[config.mk]
export PLATFORM = sky130hd
export DESIGN_NAME = cpu_timer_unit
export DESIGN_NICKNAME = d
export VERILOG_FILES = /design/src/rtl/tmr_pkg.sv /design/src/rtl/tmr_tap_edge.sv /design/src/rtl/tmr_pit.sv /design/src/rtl/tmr_wdg_reset.sv /design/src/rtl/cpu_timer_unit.sv
export SDC_FILE = /design/constraint.sdc
export NUM_CORES = 1
export LEC_CHECK = 0
export ABC_AREA = 1
export BUFFER_PORTS_ARGS = -buffer_cell sky130_fd_sc_hd__clkbuf_2
export CORE_AREA = 2 2 123 125
export CTS_CLUSTER_DIAMETER = 50
export DETAILED_ROUTE_END_ITERATION = 8
export DIE_AREA = 0 0 125 127
export MAX_ROUTING_LAYER = met4
export PLACE_DENSITY = 0.76
export SLEW_MARGIN = 20
export SYNTH_ARGS = -nofsm -noshare
export SYNTH_HDL_FRONTEND = slang
export SYNTH_SLANG_ARGS = --single-unit
[constraint.sdc]
create_clock -name clk -period 2 [get_ports clk]
set_input_delay 0.2 -clock clk [delete_from_list [all_inputs] [get_ports clk]]
set_output_delay 0.2 -clock clk [all_outputs]
set_load 0.05 [all_outputs]
[src/rtl/tmr_pkg.sv]
package tmr_pkg;

  localparam int TSR_W   = 4;
  localparam int TSR_FIT = 0;
  localparam int TSR_PIT = 1;
  localparam int TSR_WDG = 2;
  localparam int TSR_ARM = 3;

  localparam int CTL_WDG_PER = 30;
  localparam int CTL_WDG_KND = 28;
  localparam int CTL_WDG_IE  = 27;
  localparam int CTL_PIT_IE  = 26;
  localparam int CTL_FIT_PER = 24;
  localparam int CTL_FIT_IE  = 23;
  localparam int CTL_AUTO_RL = 22;

  typedef enum logic [1:0] {
    SEL_PIT = 2'd0,
    SEL_CTL = 2'd1,
    SEL_STS = 2'd2,
    SEL_TB  = 2'd3
  } reg_sel_e;

endpackage

[src/rtl/tmr_tap_edge.sv]
module tmr_tap_edge (
  input  logic       clk,
  input  logic       rst,
  input  logic [3:0] taps,
  input  logic [1:0] sel,
  output logic       fire
);
  logic cur;
  logic prev_q;

  assign cur  = taps[sel];
  assign fire = cur & ~prev_q;

  always_ff @(posedge clk) begin
    if (rst) prev_q <= 1'b0;
    else     prev_q <= cur;
  end

  a_r6_no_back_to_back: assert property (@(posedge clk) disable iff (rst)
    fire |=> !fire);
endmodule

[src/rtl/tmr_pit.sv]
module tmr_pit #(
  parameter int W = 32
) (
  input  logic         clk,
  input  logic         rst,
  input  logic         load,
  input  logic [W-1:0] load_val,
  input  logic         auto_rl,
  output logic [W-1:0] cnt,
  output logic         fire
);
  logic [W-1:0] cnt_q;
  logic [W-1:0] reload_q;
  logic         at_one;

  assign at_one = (cnt_q == W'(1));
  assign fire   = at_one & ~load;
  assign cnt    = cnt_q;

  always_ff @(posedge clk) begin
    if (rst) begin
      cnt_q    <= '0;
      reload_q <= '0;
    end else if (load) begin
      cnt_q    <= load_val;
      reload_q <= load_val;
    end else if (at_one) begin
      cnt_q <= auto_rl ? reload_q : '0;
    end else if (cnt_q != '0) begin
      cnt_q <= cnt_q - W'(1);
    end
  end

  a_r4_zero_holds: assert property (@(posedge clk) disable iff (rst)
    (cnt_q == '0 && !load) |=> cnt_q == '0);
  a_r4_counts_down: assert property (@(posedge clk) disable iff (rst)
    (cnt_q > W'(1) && !load) |=> cnt_q == $past(cnt_q) - W'(1));
  a_r5_reload: assert property (@(posedge clk) disable iff (rst)
    (at_one && !load && auto_rl) |=> cnt_q == $past(reload_q));
endmodule

[src/rtl/tmr_wdg_reset.sv]
module tmr_wdg_reset (
  input  logic       clk,
  input  logic       rst,
  input  logic       expire,
  input  logic       armed,
  input  logic [1:0] kind,
  output logic [1:0] req
);
  logic [1:0] req_q;

  assign req = req_q;

  always_ff @(posedge clk) begin
    if (rst) req_q <= 2'd0;
    else if (req_q == 2'd0 && expire && armed) req_q <= kind;
  end

  a_r8_sticky: assert property (@(posedge clk) disable iff (rst)
    (req_q != 2'd0) |=> req_q == $past(req_q));
  a_r8_needs_second_stage: assert property (@(posedge clk) disable iff (rst)
    (req_q == 2'd0 && !(expire && armed)) |=> req_q == 2'd0);
endmodule

[src/rtl/cpu_timer_unit.sv]
module cpu_timer_unit
  import tmr_pkg::*;
#(
  parameter int TB_W     = 32,
  parameter int PIT_W    = 32,
  parameter int FIT_EXP0 = 9,
  parameter int WDG_EXP0 = 17,
  parameter int EXP_STEP = 4
) (
  input  logic        clk,
  input  logic        rst,
  input  logic        wr_en,
  input  logic [1:0]  wr_addr,
  input  logic [31:0] wr_data,
  input  logic [1:0]  rd_addr,
  output logic [31:0] rd_data,
  output logic        irq_fit,
  output logic        irq_pit,
  output logic        irq_wdg,
  output logic [1:0]  rst_req
);
  localparam int NTAP = 4;

  logic [TB_W-1:0]  tb_q;
  logic [31:0]      tcr_q;
  logic [TSR_W-1:0] tsr_q, tsr_set, tsr_clr, tsr_d;
  logic [NTAP-1:0]  fit_taps, wdg_taps;
  logic             fit_fire, wdg_fire, pit_fire;
  logic [PIT_W-1:0] pit_cnt;
  logic             wr_pit, wr_ctl, wr_sts;
  logic [31:0]      rd_q;
  logic             irq_fit_q, irq_pit_q, irq_wdg_q;
  logic             fit_ie_d, pit_ie_d, wdg_ie_d;

  assign wr_pit = wr_en && (wr_addr == SEL_PIT);
  assign wr_ctl = wr_en && (wr_addr == SEL_CTL);
  assign wr_sts = wr_en && (wr_addr == SEL_STS);

  for (genvar g = 0; g < NTAP; g++) begin : g_tap
    assign fit_taps[g] = tb_q[FIT_EXP0 - 1 + EXP_STEP * g];
    assign wdg_taps[g] = tb_q[WDG_EXP0 - 1 + EXP_STEP * g];
  end

  tmr_tap_edge u_fit_edge (
    .clk  (clk),
    .rst  (rst),
    .taps (fit_taps),
    .sel  (tcr_q[CTL_FIT_PER +: 2]),
    .fire (fit_fire)
  );

  tmr_tap_edge u_wdg_edge (
    .clk  (clk),
    .rst  (rst),
    .taps (wdg_taps),
    .sel  (tcr_q[CTL_WDG_PER +: 2]),
    .fire (wdg_fire)
  );

  tmr_pit #(.W(PIT_W)) u_pit (
    .clk      (clk),
    .rst      (rst),
    .load     (wr_pit),
    .load_val (wr_data[PIT_W-1:0]),
    .auto_rl  (tcr_q[CTL_AUTO_RL]),
    .cnt      (pit_cnt),
    .fire     (pit_fire)
  );

  tmr_wdg_reset u_wdg (
    .clk    (clk),
    .rst    (rst),
    .expire (wdg_fire),
    .armed  (tsr_q[TSR_ARM]),
    .kind   (tcr_q[CTL_WDG_KND +: 2]),
    .req    (rst_req)
  );

  always_comb begin
    tsr_set = '0;
    tsr_set[TSR_FIT] = fit_fire;
    tsr_set[TSR_PIT] = pit_fire;
    tsr_set[TSR_WDG] = wdg_fire;
    tsr_set[TSR_ARM] = wdg_fire;
    tsr_clr = wr_sts ? wr_data[TSR_W-1:0] : '0;
    tsr_d   = (tsr_q | tsr_set) & ~tsr_clr;
    fit_ie_d = wr_ctl ? wr_data[CTL_FIT_IE] : tcr_q[CTL_FIT_IE];
    pit_ie_d = wr_ctl ? wr_data[CTL_PIT_IE] : tcr_q[CTL_PIT_IE];
    wdg_ie_d = wr_ctl ? wr_data[CTL_WDG_IE] : tcr_q[CTL_WDG_IE];
  end

  always_ff @(posedge clk) begin
    if (rst) begin
      tb_q      <= '0;
      tcr_q     <= '0;
      tsr_q     <= '0;
      rd_q      <= '0;
      irq_fit_q <= 1'b0;
      irq_pit_q <= 1'b0;
      irq_wdg_q <= 1'b0;
    end else begin
      tb_q  <= tb_q + TB_W'(1);
      tsr_q <= tsr_d;
      if (wr_ctl) tcr_q <= wr_data;
      unique case (rd_addr)
        SEL_PIT: rd_q <= 32'(pit_cnt);
        SEL_CTL: rd_q <= tcr_q;
        SEL_STS: rd_q <= 32'(tsr_q);
        default: rd_q <= 32'(tb_q);
      endcase
      irq_fit_q <= tsr_d[TSR_FIT] & fit_ie_d;
      irq_pit_q <= tsr_d[TSR_PIT] & pit_ie_d;
      irq_wdg_q <= tsr_d[TSR_WDG] & wdg_ie_d;
    end
  end

  assign rd_data = rd_q;
  assign irq_fit = irq_fit_q;
  assign irq_pit = irq_pit_q;
  assign irq_wdg = irq_wdg_q;

  a_r2_tb_step: assert property (@(posedge clk) disable iff (rst)
    (tb_q != '1) |=> tb_q == $past(tb_q) + TB_W'(1));
  a_r9_clear_wins: assert property (@(posedge clk) disable iff (rst)
    wr_sts |=> ((tsr_q & $past(wr_data[TSR_W-1:0])) == '0));
  a_r7_arm_on_expiry: assert property (@(posedge clk) disable iff (rst)
    (wdg_fire && !tsr_clr[TSR_ARM]) |=> tsr_q[TSR_ARM]);
  a_r10_pit_gated: assert property (@(posedge clk) disable iff (rst)
    !tsr_q[TSR_PIT] |-> !irq_pit);
  a_r10_fit_gated: assert property (@(posedge clk) disable iff (rst)
    !tcr_q[CTL_FIT_IE] |-> !irq_fit);
  a_r11_ctl_store: assert property (@(posedge clk) disable iff (rst)
    wr_ctl |=> tcr_q == $past(wr_data));
endmodule

# Word-level counts from Yosys, hierarchy flattened
# Index checks and enable logic that the tools add are counted.
# totals
latchBits	0
memories	0
in_bits	39
regBits	171
rom_bits	0
mem_bits_rw	0
# op_classes
shifts	0
order_cmp	2
bitwise	12
n_reduce_logical	10
n_addsub	2
mul	0
eq_ne	5
div	0
mux	13
# op_table
operator	count
two-way mux 32 bit	4
one-hot mux 32 bit (3 select lines)	1
adder 32 x 1 -> 32 bit (second input constant)	1
== test 32 x 1 -> 1 bit (second input constant)	1
nonzero test 32 bit	1
subtractor 32 x 1 -> 32 bit (second input constant)	1
AND 1 bit	6
logical NOT 2 bit	3
< comparator 2 x 3 -> 1 bit (second input constant)	2
logical AND 1 bit	5
two-way mux 1 bit	5
AND 4 bit	1
binary-select mux 1 bit (select 2 bit)	2
== test 2 x 1 -> 1 bit (second input constant)	2
== test 2 bit (second input constant)	2
two-way mux 4 bit	1
NOT 4 bit	1
bitwise OR 4 bit	1
NOT 1 bit	3
nonzero test 3 bit	1

# Logic depth before layout (Yosys ltp)
# Gate-level depths: netlist of the first run.
# depth
ltp_word	7
depth_mapped	13
ltp_nobuf	12

# Hierarchy
# From an unflattened synthesis of the first run, not the netlist that was laid out.
# unflattened
hier_cells	1246
area_unflattened_um2	8359.3
# by_module_without_submodules
mod	instances	seq_area_each_um2	cells_per_inst	area_per_inst_um2
cpu_timer_unit	1	2062.0	632	4431.8
tmr_pit	1	1281.2	579	3718.6
tmr_tap_edge	2	20.0	12	63.8
tmr_wdg_reset	1	40.0	11	81.3

# Worst setup path before layout of the first run
# Ideal clock, no wire load.
# synth_path
kind	register -> register
from	register u_pit.cnt_q[0], in the netlist u_pit.cnt[0]
to	register u_pit.cnt_q[22], in the netlist u_pit.cnt[22]
synth_period_minus_slack_ns	1.673
path_stages_with_launch	11
setup_ns	0.120
setup_slack_ns	0.327
required_time_ns	1.880
arrival_ns	1.553
path_cell_list	dfxtp_1 inv_1 ha_1 nand2_2 nor2_4 nand3_1 inv_2 nand3_2 nand2_1 buf_4 a21oi_1
# synth_via
elab_chain_len	4
elab_cells_between_ends	7
# synth_rtl
item	line_no	source
start, declared	tmr_pit.sv:12	logic [W-1:0] cnt_q;
start signal, assigned	tmr_pit.sv:25	cnt_q <= load_val;
start signal, assigned	tmr_pit.sv:28	cnt_q <= auto_rl ? reload_q : '0;
start signal, assigned	tmr_pit.sv:30	cnt_q <= cnt_q - W'(1);
subtractor 32 x 1 -> 32 bit	tmr_pit.sv:30	
two-way mux 32 bit	tmr_pit.sv:29	end else if (cnt_q != '0) begin
two-way mux 32 bit	tmr_pit.sv:27	end else if (at_one) begin
two-way mux 32 bit	tmr_pit.sv:24	end else if (load) begin
# Several ways; a longest one is shown, not always the timed one. The select of a mux whose other input is x is not followed.
# A chain may end at the register's enable or synchronous reset.

# Worst setup path in the final report of the first run
# layout_path
from	register u_pit.cnt_q[3], in the netlist u_pit.cnt[3]
to	register u_pit.cnt_q[25], in the netlist u_pit.cnt[25]
# The elaborated chain is that of the path after synthesis.

==> flow_summary.json, run 1 <==
{
  "total_power_w": 0.0122,
  "cp_common_cell": "nor2_1",
  "dr.pass1.iters": 5,
  "crit_chain": "nor2_1 -> nand3_1 -> nor2_1 -> nand2_1 -> inv_1 -> nand3_1 -> nand2_1 -> nor2_1 -> nor2_1 -> nor2_1",
  "hold_end": "u_pit.reload_q[14]$_SDFFE_PP0P_",
  "clk_pin_slew_ns": 0.07,
  "track_usage": 0.330,
  "die_w_microns": 125,
  "place_congestion": 1.03,
  "top_usage_layer": "met2",
  "synth-simple-area-share": 0.306,
  "required_ns": 2.32,
  "use_met1": 0.438,
  "clockBufferDepth": 2,
  "numCtsBuffers": 17,
  "synth_top_family_by_area": "simple AND/OR/NAND/NOR gates",
  "portBuffers": 75,
  "grt-ovfl-total": 0,
  "synth_cells": 1216,
  "fmaxAchievable_mhz": 536,
  "critPathTopFamily": "simple AND/OR/NAND/NOR gates",
  "ant_nets": 0,
  "synth_ff_type": "dfxtp_1",
  "drt_first_iter_violations": 805,
  "via_per_inst": 5.44,
  "hp-start": "wr_data[14]",
  "die_h_microns": 127,
  "clkLatencyLatePin_ns": 0.43,
  "rrSetupSlack_ns": 0.13,
  "place_hpwl_microns": 19300,
  "synth_warnings": 0,
  "finalSetupViolations": 0,
  "fin_crit_sh": 0.933,
  "slowest_delay_ns": 0.38,
  "row_count": 44,
  "syn_area_per_cell_sq_um": 6.72,
  "grt_pass1_wl_microns": 39900,
  "critPathKind": "flip-flop to flip-flop",
  "yosysSeqAreaShare": 0.419,
  "worst_slew_pin_slew_ns": 0.788,
  "cap_violations": 0,
  "yosys.area_share.xor_xnor": 0.0150,
  "fin_crit_ns": 1.87,
  "netlist_area_sq_um": 8170,
  "cp_slowest_cell": "dfxtp_1",
  "io_pins": 76,
  "wl_per_cell_microns": 16.9,
  "synth_edf_count": 0,
  "synth.area.mux_share": 0,
  "grt_max_degree": 70,
  "startpoint_type": "flip-flop",
  "slew_violations": 0,
  "arrival_ns": 2.19,
  "hold_depth": 3,
  "area_growth_pct": 17.0,
  "antenna_found_initial": 0,
  "worstReg2RegStart": "u_pit.cnt[3]$_SDFFE_PP0P_",
  "vdd_drop_max_uv": 961,
  "core_area_sq_um": 14400,
  "clock-sinks": 171,
  "antennaDiodeCount": 0,
  "worstReg2RegEnd": "u_pit.cnt[25]$_SDFFE_PP0P_",
  "grt_use_met2": 0.507,
  "layout-drive-gt1-share": 0.142,
  "nNetsFinal": 1345,
  "hold_buffers": 0,
  "cts_tree": "done",
  "async_flop_share": 0,
  "cp.depth": 10,
  "fin_skew_ns": 0.00655,
  "cts_root_buffer": "clkbuf_16",
  "finalCoreUtilization": 0.663,
  "use_met3": 0.0616,
  "initial_core_util": 0.566,
  "p_leak_nw": 4.34,
  "synthDistinctLibCells": 39,
  "final_common_cell": "nand2_1",
  "drc": 0,
  "synth_seq_cells": 171,
  "crit_fanout": 4,
  "status": "finished, final reports clean",
  "num_vias": 8149,
  "hp-class": "input port to flip-flop",
  "final_hold_viol_count": 0,
  "cts_htree_levels": 4,
  "power_density_nw_per_um2": 1280,
  "crit_buf_inv": 1,
  "grt_pass1_vias": 7507,
  "synth_adder_area_share": 0.00460,
  "die_area_sq_um": 15900,
  "reg2reg_depth": 10,
  "slew_headroom": 0.474,
  "syn_nets": 1258,
  "synth_compound_area_frac": 0.145,
  "wl_microns": 25300,
  "layout_common_cells": "nand2_1, inv_1, dfxtp_1, nor2_1, a21oi_1",
  "cp-end-kind": "flip-flop"
}
[worst register-to-register path, cell delays in order, from the launching register on]
cell and delay (ns):
dfxtp_1 0.38, nor2_1 0.27, nand3_1 0.23, nor2_1 0.25, nand2_1 0.14, inv_1 0.14, nand3_1 0.08, nand2_1 0.07
nor2_1 0.04, nor2_1 0.11, nor2_1 0.05
[cell families after synthesis]
logic type	after synthesis
adders and majority gates	3
and+or+nand+nor	579
AOI/OAI and AO/OA	220
DFF	171
buffers and inverters	229
xor gates and xnor gates	14
[flip-flops by register name, indices dropped and copies added (netlist names)]
name,cells
u_wdg.req,2
u_pit.reload_q,32
tcr_q,32
tsr_q,4
tb_q,32
u_pit.cnt,32
irq_wdg,1
u_wdg_edge.prev_q,1
irq_pit,1
irq_fit,1
u_fit_edge.prev_q,1
rd_data,32
[power by group]
| group | internal (W) | total [W] | switching (W) |
|---|---|---|---|
| combinational | 0.00152 | 0.00458 | 0.00306 |
| sequential | 0.00379 | 0.00419 | 0.000398 |
| clock | 0.00201 | 0.00344 | 0.00144 |
[worst max-delay path by stage]
stage	startpoint	to	slack (ns)
final	u_pit.cnt[3]$_SDFFE_PP0P_	u_pit.cnt[25]$_SDFFE_PP0P_	0.13
after global routing	tb_q[1]$_SDFF_PP0_	tb_q[18]$_SDFF_PP0_	-0.02
after CTS	u_pit.cnt[0]$_SDFFE_PP0P_	u_pit.cnt[26]$_SDFFE_PP0P_	0.09
after detailed placement	u_pit.cnt[0]$_SDFFE_PP0P_	u_pit.cnt[26]$_SDFFE_PP0P_	0.12
after global placement	tb_q[0]$_SDFF_PP0_	tb_q[18]$_SDFF_PP0_	0.14
after floorplan	u_pit.cnt[0]$_SDFFE_PP0P_	u_pit.cnt[22]$_SDFFE_PP0P_	0.33
[synthesized netlist by cell type (2+ instances only)]
master    instances  area, sq um
inv_1           174          653
clkbuf_1         32          120
nand4_1          17          106
buf_1             7         26.3
o221ai_1         12          105
buf_6             3         33.8
buf_4             2         15.0
o21ai_1           4         20.0
o22ai_1          20          125
nand3b_1         11         82.6
inv_2             5         18.8
nor2_2            8         50.1
nand2_1         260          976
o21ai_0          81          405
nor3b_1           2         15.0
o211ai_1          3         22.5
a21oi_1          96          480
ha_1              3         37.5
nor2_1          172          646
xnor2_1           3         26.3
nor3_1           22          110
xor2_1           11         96.3
nand3_1          69          345
nand2_2           2         12.5
nor4_1            3         18.8
or2_2             3         18.8
dfxtp_1         171         3420
nor2_4            4         45.0
o21a_1            2         15.0
buf_2             5         25.0
[timing repair]
action,4_1_cts,5_1_grt
setup buffers,0,2
endpoints found under the setup margin,0,11
resized for setup,0,12
[layer usage]
metal | wire (microns) | share of wire
met2 | 11400 | 0.45
met4 | 723 | 0.029
met5 | 0 | 0
met3 | 1900 | 0.075
met1 | 11200 | 0.44
[final cells by class]
class,instances,area [sq um]
flip-flops and latches,171,3430
fillers,1295,4860
inverters,180,676
clock inverters,13,168
well taps,184,230
multi-input cells,816,3880
repair buffers,117,741
clock buffers,18,439
[metrics by stage]
stage | worst slack (ns) | instance area [sq um] | hold WS, ns | TNS [ns] | std cells
floorplan | 0.327 | 8170 | 0.343 | 0 | 1216
global placement | 0.142 | 8900 | 0.442 | 0 | 1466
detailed placement | 0.115 | 8900 | 0.448 | 0 | 1466
CTS | 0.0931 | 9500 | 0.0249 | 0 | 1497
global route | -0.0222 | 9560 | 0.0361 | -0.0222 | 1499
finish | 0.135 | 9560 | 0.0339 | 0 | 1499
Power figures use the tool's default switching activity.
==> run 2, diff against run 1 <==
--- a/config.mk
+++ b/config.mk
@@ -7,13 +7,15 @@
 export LEC_CHECK = 0
 export ABC_AREA = 1
 export BUFFER_PORTS_ARGS = -buffer_cell sky130_fd_sc_hd__clkbuf_2
-export CORE_AREA = 2 2 123 125
+export CELL_PAD_IN_SITES_DETAIL_PLACEMENT = 0
+export CELL_PAD_IN_SITES_GLOBAL_PLACEMENT = 1
+export CORE_AREA = 2 2 143 145
 export CTS_CLUSTER_DIAMETER = 50
 export DETAILED_ROUTE_END_ITERATION = 8
-export DIE_AREA = 0 0 125 127
+export DIE_AREA = 0 0 145 147
 export MAX_ROUTING_LAYER = met4
-export PLACE_DENSITY = 0.76
-export SLEW_MARGIN = 20
+export PLACE_DENSITY_LB_ADDON = 0.1
+export SLEW_MARGIN = 15
 export SYNTH_ARGS = -nofsm -noshare
 export SYNTH_HDL_FRONTEND = slang
 export SYNTH_SLANG_ARGS = --single-unit
==> run 2 against run 1 <==
Against the previous run: die area rose by 34%; hold slack improved by 0.016 ns; final cell count rose by 6.3%; non-clock buffer count rose by 7.
==> flow_summary.json, run 2 (synthesized netlist as in run 1, its figures left out) <==
{
  "power_density_nw_per_um2": 1220,
  "layout-drive-gt1-share": 0.141,
  "vdd_drop_max_uv": 595,
  "place_hpwl_microns": 21100,
  "core_area_sq_um": 19800,
  "numCtsBuffers": 17,
  "clock-sinks": 171,
  "drt_first_iter_violations": 547,
  "place_congestion": 0.898,
  "slew_violations": 0,
  "finalSetupViolations": 0,
  "dr.pass1.iters": 5,
  "io_pins": 76,
  "cts_tree": "done",
  "status": "finished, final reports clean",
  "final_common_cell": "nand2_1",
  "fin_crit_ns": 1.88,
  "fin_crit_sh": 0.940,
  "grt_pass1_wl_microns": 42300,
  "critPathTopFamily": "simple AND/OR/NAND/NOR gates",
  "design_area_sq_um": 9660,
  "nNetsFinal": 1352,
  "drc": 0,
  "p_leak_nw": 4.34,
  "die_w_microns": 145,
  "startpoint_type": "flip-flop",
  "die_h_microns": 147,
  "cts_root_buffer": "clkbuf_16",
  "cap_violations": 0,
  "reg2reg_depth": 7,
  "hold_buffers": 0,
  "place_area_sq_um": 9080,
  "worst_slew_pin_slew_ns": 0.639,
  "fillers": 2136,
  "holdWs_ns": 0.0500,
  "hp-start": "wr_data[7]",
  "worstReg2RegStart": "tb_q[2]$_SDFF_PP0_",
  "cp-end-kind": "flip-flop",
  "worstReg2RegEnd": "tb_q[29]$_SDFF_PP0_",
  "crit_buf_inv": 1,
  "clk_pin_slew_ns": 0.07,
  "required_ns": 2.37,
  "hold_end": "u_pit.reload_q[7]$_SDFFE_PP0P_",
  "layout_common_cells": "nand2_1, inv_1, dfxtp_1, nor2_1, a21oi_1",
  "arrival_ns": 2.25,
  "track_usage": 0.266,
  "crit_fanout": 6,
  "grt_pass1_vias": 7583,
  "grt_max_degree": 70,
  "hold_depth": 3,
  "multiInputGateArea_sq_um": 3860,
  "antenna_found_initial": 0,
  "ant_nets": 0,
  "clockBufferDepth": 2,
  "wl_per_cell_microns": 17.2,
  "area_growth_pct": 18.3,
  "finalCoreUtilization": 0.487,
  "fmaxAchievable_mhz": 532,
  "portBuffers": 75,
  "final_hold_viol_count": 0,
  "die_area_sq_um": 21300,
  "clkLatencyLatePin_ns": 0.44,
  "seq_area_sq_um": 3420,
  "slew_headroom": 0.574,
  "rrSetupSlack_ns": 0.12,
  "num_vias": 8023,
  "cp_slowest_cell": "dfxtp_1",
  "antennaDiodeCount": 0,
  "critPathKind": "flip-flop to flip-flop",
  "fin_skew_ns": 0.0142,
  "row_count": 52,
  "hp-class": "input port to flip-flop",
  "setup-tns-final_ns": 0,
  "cts_htree_levels": 4,
  "wl_microns": 27400,
  "via_per_inst": 5.04,
  "slowest_delay_ns": 0.44,
  "initial_core_util": 0.412,
  "crit_chain": "nand3_1 -> nor2_2 -> inv_1 -> nor2_1 -> nand4_1 -> or2_2 -> a21oi_1",
  "grt-ovfl-total": 0
}
run 2: what timing repair did:
item / CTS / global route
buffers inserted: 0 / 1
gates resized for setup: 0 / 2
endpoints found under the setup margin: 0 / 4
run 2: final cells by class:
type                    instances  share of cell area
clock buffers                  18              0.0444
clock inverters                14              0.0141
inverters                     180              0.0699
multi-input cells             816               0.400
flip-flops and latches        171               0.354
well taps                     270              0.0350
repair buffers                124              0.0821
run 2: metrics by stage:
stage | instances | worst slack (ns) | total power (W)
floorplan | 1216 | 0.327 | 0.00735
finish | 1593 | 0.119 | 0.0118
CTS | 1592 | 0.156 | 0.0118
global route | 1593 | -0.0145 | 0.0126
detailed placement | 1560 | 0.171 | 0.00858
global placement | 1560 | 0.181 | 0.00859
run 2: worst register-to-register path: stages, from the launching register on:
cell and delay [ns]:
dfxtp_1 0.44, nand3_1 0.22, nor2_2 0.24, inv_1 0.15, nor2_1 0.19, nand4_1 0.17, or2_2 0.30, a21oi_1 0.11
run 2: per-layer routing:
metal | wire (microns) | global-route usage
met4 | 461 | 0.0708
met2 | 12900 | 0.430
met1 | 13100 | 0.352
met5 | 0 | -
met3 | 944 | 0.0363
run 2: how the worst max path moves through the flow:
stage | from | end | slack, ns | depth (start not counted)
2_1_floorplan | u_pit.cnt[0]$_SDFFE_PP0P_ | u_pit.cnt[22]$_SDFFE_PP0P_ | 0.33 | 10
3_3_place_gp | tb_q[2]$_SDFF_PP0_ | tb_q[29]$_SDFF_PP0_ | 0.18 | 7
3_5_place_dp | u_pit.cnt[1]$_SDFFE_PP0P_ | u_pit.cnt[26]$_SDFFE_PP0P_ | 0.17 | 11
4_1_cts | u_pit.cnt[1]$_SDFFE_PP0P_ | u_pit.cnt[26]$_SDFFE_PP0P_ | 0.16 | 11
5_1_grt | tb_q[0]$_SDFF_PP0_ | tb_q[18]$_SDFF_PP0_ | -0.01 | 10
6_report | tb_q[2]$_SDFF_PP0_ | tb_q[29]$_SDFF_PP0_ | 0.12 | 7
run 2: where the power goes:
group	internal (W)	switching, W
logic	0.00147	0.00297
registers	0.00379	0.000341
clock network	0.00174	0.00152
==> run 3, diff against run 2 <==
==> constraint.sdc (replaced) <==
create_clock -name clk -period 1.75 [get_ports clk]
set_input_delay 0.175 -clock clk [delete_from_list [all_inputs] [get_ports clk]]
set_output_delay 0.175 -clock clk [all_outputs]
set_load 0.05 [all_outputs]
==> run 3 against run 2 <==
Against the previous run: critical path depth is 5 higher; routed wire length is 2.0% higher; sequential share of layout area is 1.8 points lower; highest routed layer unchanged; clock power is 24% higher; maximum frequency is 13% higher; power is 25% higher; die area stayed put; first-iteration DRC count is 2.9% higher; flip-flop and latch count stayed put; clock skew is 0.0015 ns lower; non-clock buffer count is 50 higher; setup slack worse by 0.040 ns.
==> flow_summary.json, run 3 (synthesized netlist as in run 1, its figures left out) <==
{
  "final_hold_viol_count": 0,
  "reg2reg_depth": 12,
  "drt_first_iter_violations": 563,
  "layout_common_cells": "nand2_1, inv_1, dfxtp_1, nor2_1, a21oi_1",
  "finalSetupViolations": 0,
  "hp-class": "input port to flip-flop",
  "layout-drive-gt1-share": 0.202,
  "slew_violations": 0,
  "place_hpwl_microns": 21800,
  "grt_max_degree": 39,
  "die_area_sq_um": 21300,
  "grt_pass1_wl_microns": 43200,
  "dr.pass1.iters": 5,
  "power_density_nw_per_um2": 1450,
  "via_per_inst": 5.01,
  "setup-tns-final_ns": 0,
  "finalNonFillerCells": 1643,
  "wl_microns": 27900,
  "core_area_sq_um": 19800,
  "critPathKind": "flip-flop to flip-flop",
  "rsz0062_at_grt": "yes",
  "arrival_ns": 2.06,
  "design_area_sq_um": 10200,
  "pre_cts_slack_ns": 0.00376,
  "clockBufferDepth": 2,
  "ant_nets": 0,
  "drc": 0,
  "cts_htree_levels": 4,
  "route.met3.wl_microns": 1310,
  "fin_crit_sh": 0.955,
  "holdWs_ns": 0.0170,
  "clock-sinks": 171,
  "row_count": 52,
  "track_usage": 0.270,
  "initial_core_util": 0.412,
  "io_pins": 76,
  "fin_ws_ns": 0.0796,
  "dr_wl_met2_microns": 13200,
  "nNetsFinal": 1402,
  "status": "finished, final reports clean",
  "cts_root_buffer": "clkbuf_16",
  "fin_crit_ns": 1.67,
  "wl_per_cell_microns": 17.0,
  "cts_tree": "done",
  "vdd_drop_max_uv": 752,
  "hold_buffers": 0,
  "antenna_found_initial": 0,
  "startpoint_type": "flip-flop",
  "clk_pin_slew_ns": 0.07,
  "grt_pass1_vias": 7737,
  "place_congestion": 0.916,
  "required_ns": 2.14,
  "die_h_microns": 147,
  "portBuffers": 75,
  "p_leak_nw": 4.63,
  "final_common_cell": "nand2_1",
  "numPlacedInstances": 1610,
  "die_w_microns": 145,
  "hold_depth": 3,
  "highest_layer": "met4",
  "cap_violations": 0,
  "grt-ovfl-total": 0,
  "clkLatencyLatePin_ns": 0.44,
  "fmaxAchievable_mhz": 599,
  "crit_fanout": 7,
  "fin_skew_ns": 0.0127,
  "area_growth_pct": 25.0,
  "m1WireLength_microns": 13000,
  "numCtsBuffers": 17,
  "slew_headroom": 0.751,
  "antennaDiodeCount": 0,
  "num_vias": 8230,
  "cp-end-kind": "flip-flop",
  "worst_slew_pin_slew_ns": 0.370,
  "place_area_sq_um": 9440
}
[run 3: power breakdown]
part / switching [W] / internal [W] / total [W]
registers: 0.000402 / 0.00434 / 0.00474
logic: 0.00379 / 0.00224 / 0.00603
clock network: 0.00176 / 0.00228 / 0.00404
[run 3: per-layer routing]
layer,global-route usage,up-vias
met4,0.0668,0
li1,-,4169
met5,-,-
met3,0.0425,19
met2,0.435,223
met1,0.358,3819
[run 3: repair_timing]
action / in CTS / in global routing
buffers inserted: 0 / 1
gates cloned: 0 / 0
endpoints found under the setup margin: 12 / 44
pin swaps: 0 / 9
gates resized for setup: 4 / 53
[run 3: layout make-up]
| cell class | count | area [sq um] |
|---|---|---|
| fill | 2067 | 9630 |
| clock buffer | 17 | 425 |
| timing repair buffer | 174 | 1160 |
| clock inverter | 15 | 185 |
| inverter | 180 | 676 |
| tap | 270 | 338 |
| sequential | 171 | 3430 |
| multi-input combinational | 816 | 3990 |
[run 3: final timing paths]
kind	slack [ns]	start	end
hold reg to reg	0.45	tcr_q[12]$_SDFFE_PP0P_	tcr_q[12]$_SDFFE_PP0P_
setup / recovery	0.08	u_pit.cnt[5]$_SDFFE_PP0P_	u_pit.cnt[31]$_SDFFE_PP0P_
setup reg to reg	0.08	u_pit.cnt[5]$_SDFFE_PP0P_	u_pit.cnt[31]$_SDFFE_PP0P_
hold / removal	0.02	wr_data[7]	u_pit.reload_q[7]$_SDFFE_PP0P_
[run 3: stage by stage]
stage / util / total power [W]
2_1_floorplan: - / 0.00840
3_3_place_gp: 0.476 / 0.0104
3_5_place_dp: 0.476 / 0.0103
4_1_cts: 0.507 / 0.0144
5_1_grt: 0.515 / 0.0157
6_report: 0.515 / 0.0148
[run 3: worst max-delay path, cell delays in order, from the launching register on]
cell,delay (ns)
dfxtp_1,0.36
nor2_2,0.17
nand2_4,0.10
nor2_4,0.15
nand3_4,0.12
nor2_8,0.13
nand2_1,0.09
buf_4,0.19
nand2_1,0.06
nand2_1,0.04
nand3_1,0.10
nand2_1,0.06
inv_1,0.05
